<file path="config.mk">
export PLATFORM = sky130hd
export DESIGN_NAME = dma_preempt_sched
export DESIGN_NICKNAME = d
export VERILOG_FILES = /design/src/rtl/dps_pkg.sv /design/src/rtl/dps_lowest_pick.sv /design/src/rtl/dps_ctx_store.sv /design/src/rtl/dps_flags.sv /design/src/rtl/dma_preempt_sched.sv
export SDC_FILE = /design/constraint.sdc
export NUM_CORES = 1
export LEC_CHECK = 0
export ABC_AREA = 1
export BUFFER_PORTS_ARGS = -buffer_cell sky130_fd_sc_hd__buf_2
export CORE_MARGIN = 8
export CORE_UTILIZATION = 50
export CTS_CLUSTER_DIAMETER = 40
export DETAILED_ROUTE_END_ITERATION = 8
export HOLD_SLACK_MARGIN = 0.12
export PLACE_DENSITY = 0.73
export SLEW_MARGIN = 20
export SYNTH_ARGS = -nofsm -noshare
export SYNTH_HDL_FRONTEND = slang
export SYNTH_SLANG_ARGS = --single-unit
export TNS_END_PERCENT = 20
</file>
<file path="constraint.sdc">
create_clock -name clk -period 8.33 [get_ports clk]
set_clock_uncertainty 0.1 [all_clocks]
set_input_delay 0.833 -clock clk [delete_from_list [all_inputs] [get_ports clk]]
set_output_delay 0.833 -clock clk [all_outputs]
set_load 0.02 [all_outputs]
</file>
<file path="src/rtl/dps_pkg.sv">
// Shared types for the preemptive DMA scheduler.
// Assumes nothing beyond IEEE 1800-2017 packages.
package dps_pkg;
    typedef enum logic {
        SCH_IDLE = 1'b0,
        SCH_BUSY = 1'b1
    } sch_state_e;

    localparam int STAT_W = 32;
endpackage

</file>
<file path="src/rtl/dps_lowest_pick.sv">
// Fixed-priority picker: grants the lowest-numbered set bit of req.
// Assumes NCH >= 2; purely combinational.
module dps_lowest_pick #(
    parameter int NCH = 8,
    localparam int CHW = $clog2(NCH)
) (
    input  logic           clk,
    input  logic           rst_n,
    input  logic [NCH-1:0] req,
    output logic           gnt_valid,
    output logic [CHW-1:0] gnt_idx
);
    // Scan from the top down so the lowest set bit is written last.
    always_comb begin
        gnt_valid = |req;
        gnt_idx   = '0;
        for (int i = NCH - 1; i >= 0; i--) begin
            if (req[i]) gnt_idx = CHW'(i);
        end
    end

    logic [NCH-1:0] below_gnt;
    // Mask of channels numbered below the grant, used only by the check.
    always_comb begin
        for (int i = 0; i < NCH; i++) below_gnt[i] = (i < int'(gnt_idx));
    end


    lowest_grant_chk: assert property (@(posedge clk) disable iff (!rst_n)
        gnt_valid |-> (req[gnt_idx] && ((req & below_gnt) == '0)));
endmodule

</file>
<file path="src/rtl/dps_ctx_store.sv">
// Per-channel resume context (remaining count, source, destination).
// One write port (save on suspend), one combinational read port.
module dps_ctx_store #(
    parameter int NCH = 8,
    parameter int AW  = 16,
    parameter int CW  = 8,
    localparam int CHW = $clog2(NCH)
) (
    input  logic           clk,
    input  logic           rst_n,
    input  logic           wr_en,
    input  logic [CHW-1:0] wr_idx,
    input  logic [CW-1:0]  wr_cnt,
    input  logic [AW-1:0]  wr_src,
    input  logic [AW-1:0]  wr_dst,
    input  logic [CHW-1:0] rd_idx,
    output logic [CW-1:0]  rd_cnt,
    output logic [AW-1:0]  rd_src,
    output logic [AW-1:0]  rd_dst
);
    logic [CW-1:0] cnt_r [NCH];
    logic [AW-1:0] src_r [NCH];
    logic [AW-1:0] dst_r [NCH];

    for (genvar g = 0; g < NCH; g++) begin : g_slot
        // Capture a channel's context when it is the one being suspended.
        always_ff @(posedge clk) begin
            if (!rst_n) begin
                cnt_r[g] <= '0;
                src_r[g] <= '0;
                dst_r[g] <= '0;
            end else if (wr_en && (wr_idx == CHW'(g))) begin
                cnt_r[g] <= wr_cnt;
                src_r[g] <= wr_src;
                dst_r[g] <= wr_dst;
            end
        end
    end

    assign rd_cnt = cnt_r[rd_idx];
    assign rd_src = src_r[rd_idx];
    assign rd_dst = dst_r[rd_idx];
endmodule

</file>
<file path="src/rtl/dps_flags.sv">
// Pending-request and suspended flags for all channels.
// A clear of a pending flag wins over a same-cycle request for that channel.
module dps_flags #(
    parameter int NCH = 8,
    localparam int CHW = $clog2(NCH)
) (
    input  logic           clk,
    input  logic           rst_n,
    input  logic [NCH-1:0] req_in,
    input  logic           pend_clr,
    input  logic [CHW-1:0] pend_clr_idx,
    input  logic           susp_set,
    input  logic           susp_clr,
    input  logic [CHW-1:0] susp_idx,
    output logic [NCH-1:0] pend_q,
    output logic [NCH-1:0] susp_q
);
    logic [NCH-1:0] pend_clr_vec;
    logic [NCH-1:0] susp_set_vec;
    logic [NCH-1:0] susp_clr_vec;

    // Decode the single-channel controls into bit vectors.
    always_comb begin
        pend_clr_vec = '0;
        susp_set_vec = '0;
        susp_clr_vec = '0;
        if (pend_clr) pend_clr_vec[pend_clr_idx] = 1'b1;
        if (susp_set) susp_set_vec[susp_idx] = 1'b1;
        if (susp_clr) susp_clr_vec[susp_idx] = 1'b1;
    end

    // Update both flag sets each cycle.
    always_ff @(posedge clk) begin
        if (!rst_n) begin
            pend_q <= '0;
            susp_q <= '0;
        end else begin
            pend_q <= (pend_q | req_in) & ~pend_clr_vec;
            susp_q <= (susp_q | susp_set_vec) & ~susp_clr_vec;
        end
    end


    susp_implies_pend_chk: assert property (@(posedge clk) disable iff (!rst_n)
        (susp_q & ~pend_q) == '0);


    single_susp_event_chk: assert property (@(posedge clk) disable iff (!rst_n)
        $onehot0(susp_q & ~$past(susp_q)));
endmodule

</file>
<file path="src/rtl/dma_preempt_sched.sv">
// Preemptive eight-channel DMA scheduler. It picks the lowest pending or
// suspended channel, issues one data unit per xfer_done, and suspends the
// active channel at a unit boundary when a lower-numbered one is pending.
// Assumes xfer_done is only asserted while xfer_valid is high.
module dma_preempt_sched #(
    parameter int NCH  = 8,
    parameter int AW   = 16,
    parameter int CW   = 8,
    parameter int STEP = 1,
    localparam int CHW = $clog2(NCH)
) (
    input  logic              clk,
    input  logic              rst_n,
    input  logic [NCH-1:0]    trig_set,
    input  logic [NCH*AW-1:0] cfg_src,
    input  logic [NCH*AW-1:0] cfg_dst,
    input  logic [NCH*CW-1:0] cfg_cnt,
    input  logic              xfer_done,
    output logic              xfer_valid,
    output logic [CHW-1:0]    xfer_ch,
    output logic [AW-1:0]     xfer_src,
    output logic [AW-1:0]     xfer_dst,
    output logic [31:0]       stat_pause
);
    import dps_pkg::*;

    sch_state_e     state_q;
    logic [CHW-1:0] act_q;
    logic [CW-1:0]  cnt_q;
    logic [AW-1:0]  src_q, dst_q;

    logic [NCH-1:0] pend, susp, higher;
    logic           gnt_v;
    logic [CHW-1:0] gnt_idx;
    logic [CW-1:0]  ctx_cnt, load_cnt;
    logic [AW-1:0]  ctx_src, ctx_dst, load_src, load_dst;
    logic           unit_done, last_unit, preempt, finish;
    logic           start, resume, drop;

    dps_flags #(.NCH(NCH)) u_flags (
        .clk(clk), .rst_n(rst_n), .req_in(trig_set),
        .pend_clr(finish | drop), .pend_clr_idx(finish ? act_q : gnt_idx),
        .susp_set(preempt), .susp_clr(resume),
        .susp_idx(preempt ? act_q : gnt_idx),
        .pend_q(pend), .susp_q(susp)
    );

    dps_lowest_pick #(.NCH(NCH)) u_pick (
        .clk(clk), .rst_n(rst_n), .req(pend | susp),
        .gnt_valid(gnt_v), .gnt_idx(gnt_idx)
    );

    dps_ctx_store #(.NCH(NCH), .AW(AW), .CW(CW)) u_ctx (
        .clk(clk), .rst_n(rst_n),
        .wr_en(preempt), .wr_idx(act_q),
        .wr_cnt(cnt_q - CW'(1)), .wr_src(src_q + AW'(STEP)),
        .wr_dst(dst_q + AW'(STEP)),
        .rd_idx(gnt_idx), .rd_cnt(ctx_cnt), .rd_src(ctx_src), .rd_dst(ctx_dst)
    );

    // Channels numbered below the active one that are waiting.
    always_comb begin
        for (int i = 0; i < NCH; i++) higher[i] = pend[i] && (i < int'(act_q));
    end

    // Start values: stored context for a suspended channel, else its config.
    always_comb begin
        if (susp[gnt_idx]) begin
            load_cnt = ctx_cnt;
            load_src = ctx_src;
            load_dst = ctx_dst;
        end else begin
            load_cnt = cfg_cnt[gnt_idx*CW +: CW];
            load_src = cfg_src[gnt_idx*AW +: AW];
            load_dst = cfg_dst[gnt_idx*AW +: AW];
        end
    end

    assign unit_done = (state_q == SCH_BUSY) && xfer_done;
    assign last_unit = (cnt_q == CW'(1));
    assign finish    = unit_done && last_unit;
    assign preempt   = unit_done && !last_unit && (|higher);
    assign start     = (state_q == SCH_IDLE) && gnt_v;
    assign resume    = start && susp[gnt_idx];
    assign drop      = start && !susp[gnt_idx] && (load_cnt == '0);

    // Sequencer: load on grant, advance per unit, leave on finish or suspend.
    always_ff @(posedge clk) begin
        if (!rst_n) begin
            state_q <= SCH_IDLE;
            act_q   <= '0;
            cnt_q   <= '0;
            src_q   <= '0;
            dst_q   <= '0;
        end else if (start && !drop) begin
            state_q <= SCH_BUSY;
            act_q   <= gnt_idx;
            cnt_q   <= load_cnt;
            src_q   <= load_src;
            dst_q   <= load_dst;
        end else if (unit_done) begin
            cnt_q <= cnt_q - CW'(1);
            src_q <= src_q + AW'(STEP);
            dst_q <= dst_q + AW'(STEP);
            if (finish || preempt) state_q <= SCH_IDLE;
        end
    end

    assign xfer_valid = (state_q == SCH_BUSY);
    assign xfer_ch    = act_q;
    assign xfer_src   = src_q;
    assign xfer_dst   = dst_q;
    assign stat_pause = {{(32-NCH){1'b0}}, susp};


    hold_unit_chk: assert property (@(posedge clk) disable iff (!rst_n)
        (xfer_valid && !xfer_done) |=>
            (xfer_valid && $stable(xfer_ch) && $stable(xfer_src) && $stable(xfer_dst)));


    susp_at_boundary_chk: assert property (@(posedge clk) disable iff (!rst_n)
        ((stat_pause[NCH-1:0] & ~$past(stat_pause[NCH-1:0])) != '0) |->
            $past(xfer_valid && xfer_done));


    active_not_susp_chk: assert property (@(posedge clk) disable iff (!rst_n)
        xfer_valid |-> !stat_pause[xfer_ch]);


    live_count_chk: assert property (@(posedge clk) disable iff (!rst_n)
        xfer_valid |-> (cnt_q != '0));
endmodule

</file>
==> results of run 1 <==
## power by group
| part | total (mW) | internal [mW] | leakage, nW | switching (mW) |
|---|---|---|---|---|
| Clock | 1.89 | 1.10 | 0.682 | 0.792 |
| Combinational | 1.30 | 0.412 | 5.77 | 0.888 |
| Sequential | 2.25 | 2.16 | 3.79 | 0.0824 |
| Total | 5.44 | 3.67 | 10.2 | 1.76 |
## metal layers
metal  vias up  part of all wire [%]  global-route usage (%)
li1       9219                     -                       -
met1      9432                    38                    35.0
met2      1120                    48                    46.9
met3       251                   9.7                    5.26
met4         2                   4.4                    12.9
met5         -                 0.018                       0
## synth_stat cells (8+ instances only)
master / n / area, µm²
a21oi_1: 46 / 230
a31oi_1: 9 / 56.3
buf_1: 17 / 63.8
buf_2: 33 / 165
buf_4: 29 / 218
clkbuf_1: 139 / 522
dfxtp_1: 60 / 1200
edfxtp_1: 320 / 9610
inv_1: 170 / 638
nand2_1: 301 / 1130
nand3_1: 235 / 1180
nand3b_1: 41 / 308
nor2_1: 478 / 1790
o211ai_1: 248 / 1860
o21a_1: 30 / 225
o21ai_0: 158 / 791
o221ai_1: 8 / 70.1
or2_2: 131 / 820
xor2_1: 23 / 201
## worst paths after layout
kind / from / end / slack [ns]
min: xfer_src[3] / xfer_src[3] / 0.40
max: u_flags.susp_q[7] / xfer_dst[9] / 2.93
max reg2reg: u_flags.susp_q[7] / xfer_dst[9] / 2.93
min reg2reg: xfer_src[3] / xfer_src[3] / 0.40
## area by class of cell
cell class / instances / area (µm²) / area share [%]
Multi-Input combinational cell: 1821 / 9370 / 37.4
Antenna cell: 1 / 2.50 / 0.0100
Tap cell: 546 / 683 / 2.73
Sequential cell: 380 / 10800 / 43.2
Timing Repair Buffer: 404 / 2100 / 8.38
Inverter: 176 / 671 / 2.68
Clock inverter: 22 / 223 / 0.890
Clock buffer: 57 / 1170 / 4.68
## metrics by stage
step                      hold WS (ns)  util, %  power, mW  cell area, µm²
after floorplan                  0.370        -       3.14           21800
after global placement           0.388     55.2       3.53           23600
after detailed placement         0.392     55.2       3.56           23600
after CTS                        0.400     58.5       5.42           25000
after global routing             0.440     58.5       5.64           25000
final                            0.401     58.5       5.44           25000
## registers in the layout, indices dropped and copies added, names as in the netlist
name	flops
u_flags.pend_q	8
u_flags.susp_q	8
xfer_ch	3
xfer_valid	1
xfer_src	16
u_ctx.dst_r	128
cnt_q	8
u_ctx.src_r	128
u_ctx.cnt_r	64
xfer_dst	16
## worst max-delay path: cells and delay by family (launching register included)
kind	cells	cell delay (ns)
buffers and inverters	4	2.23
flip-flops	1	0.40
AO/OA/AOI/OAI	4	0.62
AND/OR/NAND/NOR	11	1.78
## cells by family after synthesis
group	share of synthesized area (%)
DFF	50.2
adders and majority gates	0.232
and+or+nand+nor	25.1
muxes	0.0929
other	0.0174
buffers and inverters	7.86
AOI/OAI and AO/OA	15.4
xor gates and xnor gates	1.18
==> results.ini, run 1 <==
[outcome]
status = completed

[cts]
clk_pin_slew_worst_paths_ns = 0.06
cts_buffers = 44
root_buffer = clkbuf_16
clock_latency_ns = 0.56
cts_tree = done
ctsHoldBuffers = 0
cts_resized = 0
cts.sinks = 380
h-tree-depth = 2
clk_path_buf_depth = 3
post_cts_buffers = 0

[worst_hold_path]
min_path_type = flop to flop
holdPathStages = 2

[synth]
syn_inst = 2537
synth_edf_count = 320
yosysSeqAreaShare_pct = 50.2
yosysUniqueCellTypes = 41
syn_area_mm2 = 0.0215
synthArstFlopShare_pct = 0
avgSynthCellArea_um2 = 8.49
synth_top_flop_cell = edfxtp_1
ys.warnings.count = 0
ys_seq_elements = 380

[placement]
dp.cells = 3327
post-place-ws_ns = 3.02
dp_hpwl_mm = 46.1
place_congestion = 0.964
io_buffers = 374

[critical_path]
worstPathRequired_ns = 8.70
end_kind = flop
path_common_cell = nand2_1
crit_fanout = 136
arrival_ns = 5.78
r2r_cells = 19
cpMaxStageDelayCell = buf_4
max_stage_delay_ns = 0.75
start_kind = flop
crit_chain = inv_2 > nand2_1 > nand2_1 > nand2_1 > nand2_1 > nand2_1 > nand2_1 > nand2_4 > nand2_8 > inv_8 > buf_4 > buf_4 > o211ai_1 > o211ai_1 > nand3_1 > o21a_1 > nand3_1 > nand2_1 > a21oi_1
crit_type = flop to flop

[global_route]
antenna_found_initial = 2
grt_pass1_wl_mm = 111
groute.usage.overall_pct = 28.0
grt_max_degree = 137
overflow = 0
grt_pass1_vias = 19400

[route]
vias = 20000
wl_per_cell_um = 21.7
drc = 0
ant_nets = 0
via_per_inst = 5.88
drt_iter0_markers = 2272
drt_wl_total_mm = 73.8
drt_first_pass_iters = 6

[timing]
setup_tns_ns = 0
layout_setup_ws_ns = 2.93
setup_viol = 0
rsz0062_at_grt = no
slew_viol_final = 0
worst_slew_pin_slew_ns = 1.12
max_freq_mhz = 185
hold_violations = 0
period_needed_ns = 5.40
slew-limit-headroom_pct = 25.5
period_share_pct = 64.9

[floorplanning]
die_h_um = 224
coreArea_mm2 = 0.0428
die_w_um = 224
std_cell_rows = 76
initial_core_util_pct = 50.3
io_pins = 399
dieArea_mm2 = 0.0500

[finish]
mostFrequentLayoutCells = nor2_1, buf_2, edfxtp_1
final_layout_size_suffix_gt1_share_pct = 21.8
final_nets = 3162
area_delta_synth_final_pct = 16.2
final_common_cell = nor2_1
nFillCells = 3712
stdcell_count = 3407

[power_and_ir_drop]
ir_drop_v = 0.000132
p_leak_nw = 10.2
powerDensity_mw_per_mm2 = 217

[job]
max-cap-violations = 0

(Power assumes the default switching activity.)
==> run 2: changes to the inputs <==
Settings changed: ABC_AREA 1 to 0, PLACE_DENSITY 0.73 to 0.76.
Clock period 8.33 ns to 4.7 ns, I/O delays scaled along.
==> run 2 against run 1 <==
  * Die area shrank 4.2%
  * Final area shrank 1.5%
  * Global-route usage grew 2.1 points
  * First-iteration DRC count grew 8.3%
  * Worst hold slack lost 0.27 ns
  * Combinational power grew 72%
  * Routed wire length grew 2.7%
  * Critical path depth shrank 7
  * Largest power group unchanged
==> results.ini, run 2 <==
[outcome]
status = completed

[cts]
root_buffer = clkbuf_16
h-tree-depth = 2
ctsHoldBuffers = 2
post_cts_buffers = 0
clock_latency_ns = 0.57
clk_pin_slew_worst_paths_ns = 0.06
cts.sinks = 380
cts_resized = 0
cts_buffers = 44
cts_tree = done
clk_path_buf_depth = 3

[power_and_ir_drop]
p_leak_nw = 9.73
powerDensity_mw_per_mm2 = 398
ir_drop_v = 0.000286

[route]
ant_nets = 0
wl_per_cell_um = 23.8
drt_wl_total_mm = 75.8
vias = 19700
drc = 0
via_per_inst = 6.18
drt_first_pass_iters = 6
drt_iter0_markers = 2461

[synth]
post-synth-top-area-fraction_pct = 46.7
synth_area_leaders = edfxtp_1, nand2_1, nor2_1
yosysMostFrequentCell = nand2_1
avgSynthCellArea_um2 = 9.02
synth_top_flop_cell = edfxtp_1
synth_edf_count = 320
yosys.area.top_type = edfxtp_1
ys.warnings.count = 0
yosysUniqueCellTypes = 66
yosysSeqAreaShare_pct = 52.5
synthTopCellsByCount = nand2_1, nor2_1, edfxtp_1
syn_inst = 2281
syn_area_mm2 = 0.0206
ys_seq_elements = 380
synthArstFlopShare_pct = 0

[global_route]
grt_pass1_vias = 19100
overflow = 0
antenna_found_initial = 2
groute.usage.overall_pct = 30.1
grt_pass1_wl_mm = 112
grt_max_degree = 107

[worst_hold_path]
min_path_type = primary input to flop

[timing]
worst_slew_pin_slew_ns = 1.20
slew-limit-headroom_pct = 18.8
period_share_pct = 88.8
setup_viol = 0
hold_violations = 0
layout_setup_ws_ns = 0.526
period_needed_ns = 4.17
timing.hold.ws_ns = 0.135
rsz0062_at_grt = no
max_freq_mhz = 240
slew_viol_final = 0

[critical_path]
path_common_cell = buf_4
crit_fanout = 59
worstPathRequired_ns = 5.07
end_kind = flop
crit_type = flop to flop
crit_chain = nor2_1 > buf_4 > o21ai_0 > a21boi_4 > buf_4 > buf_4 > nand2_1 > nand3_1 > nand4_1 > o21ai_0 > a211oi_1 > a211oi_1
start_kind = flop
max_stage_delay_ns = 0.68
arrival_ns = 4.55
cpMaxStageDelayCell = a21boi_4

[floorplanning]
std_cell_rows = 74
dieArea_mm2 = 0.0479
coreArea_mm2 = 0.0407
die_w_um = 219
initial_core_util_pct = 50.5
io_pins = 399
die_h_um = 219

[placement]
dp_hpwl_mm = 49.0
place_congestion = 0.989
post-place-ws_ns = 0.644
io_buffers = 374
placed_cell_area_mm2 = 0.0231

[job]
max-cap-violations = 0

[finish]
mostFrequentLayoutCells = nand2_1, buf_2, nor2_1
design_area_mm2 = 0.0246
area_delta_synth_final_pct = 19.8
final_nets = 2956
final_common_cell = nand2_1
nFillCells = 3338
final_layout_size_suffix_gt1_share_pct = 20.5
largest_registers = u_ctx.dst_r x128, u_ctx.src_r x128, u_ctx.cnt_r x64

## run 2: cell count changes in the layout (fill, tap and decap cells not counted), moves of 64 or more
cell	change
nand2_1	+248
o211ai_1	-242
inv_1	-156
nor2_1	-130
or2_2	-127
o21ai_0	-86
nand4_1	+66
a211oi_1	+64
## run 2: logic make-up after synthesis
| group | share of synthesized area [%] |
|---|---|
| AND/OR/NAND/NOR | 26.6 |
| flip-flops | 52.5 |
| AO/OA/AOI/OAI | 9.37 |
| buffers and inverters | 4.96 |
| XOR/XNOR | 2.90 |
| multiplexers | 3.42 |
| adder cells (fa/ha/maj) | 0.243 |
| other | 0.0182 |
## run 2: worst max-delay path: cells and delay by family (launching register included)
family | cells | cell delay (ns)
AO/OA/AOI/OAI | 5 | 1.49
buffers and inverters | 3 | 1.46
AND/OR/NAND/NOR | 4 | 0.51
flip-flops | 1 | 0.47
## run 2: path summary, 6_finish.rpt
kind	startpoint	to	slack, ns	cells past startpoint
min	trig_set[2]	u_flags.pend_q[2]	0.14	3
max	u_flags.pend_q[0]	xfer_src[12]	0.53	12
max reg2reg	u_flags.pend_q[0]	xfer_src[12]	0.53	12
min reg2reg	u_flags.susp_q[0]	u_flags.susp_q[0]	0.43	2
## run 2: area by class of cell
cell class                 instances  area [µm²]  area share, %
antenna                            1        2.50         0.0102
clock inverter                    22         284           1.15
timing repair buffer             435        2460           10.0
tap                              532         666           2.70
sequential                       380       10800           43.9
clock buffer                      59        1220           4.95
multi-input combinational       1746        9140           37.1
inverter                          14        52.6          0.213
## run 2: metal layers
metal  GRT usage, %  vias to the layer above  wire length [µm]
met5              0                        -                28
met4           15.3                        4              3930
met3           6.15                      273              9680
met2           49.9                     1464             35900
met1           37.2                     9287             26300
li1               -                     8670                 -
## run 2: power by group
part           internal (mW)  switching, mW
sequential              3.84          0.203
combinational          0.700           1.53
clock                   2.13           1.42
total                   6.67           3.15
## run 2: through the flow
step	util (%)	total power, mW	TNS (ns)	std cells
detailed placement	56.7	6.26	0	3105
floorplan	-	5.44	-106.42	2344
finish	60.5	9.82	0	3189
global placement	56.7	6.21	0	3105
global route	60.5	10.1	0	3188
CTS	60.5	9.76	0	3188
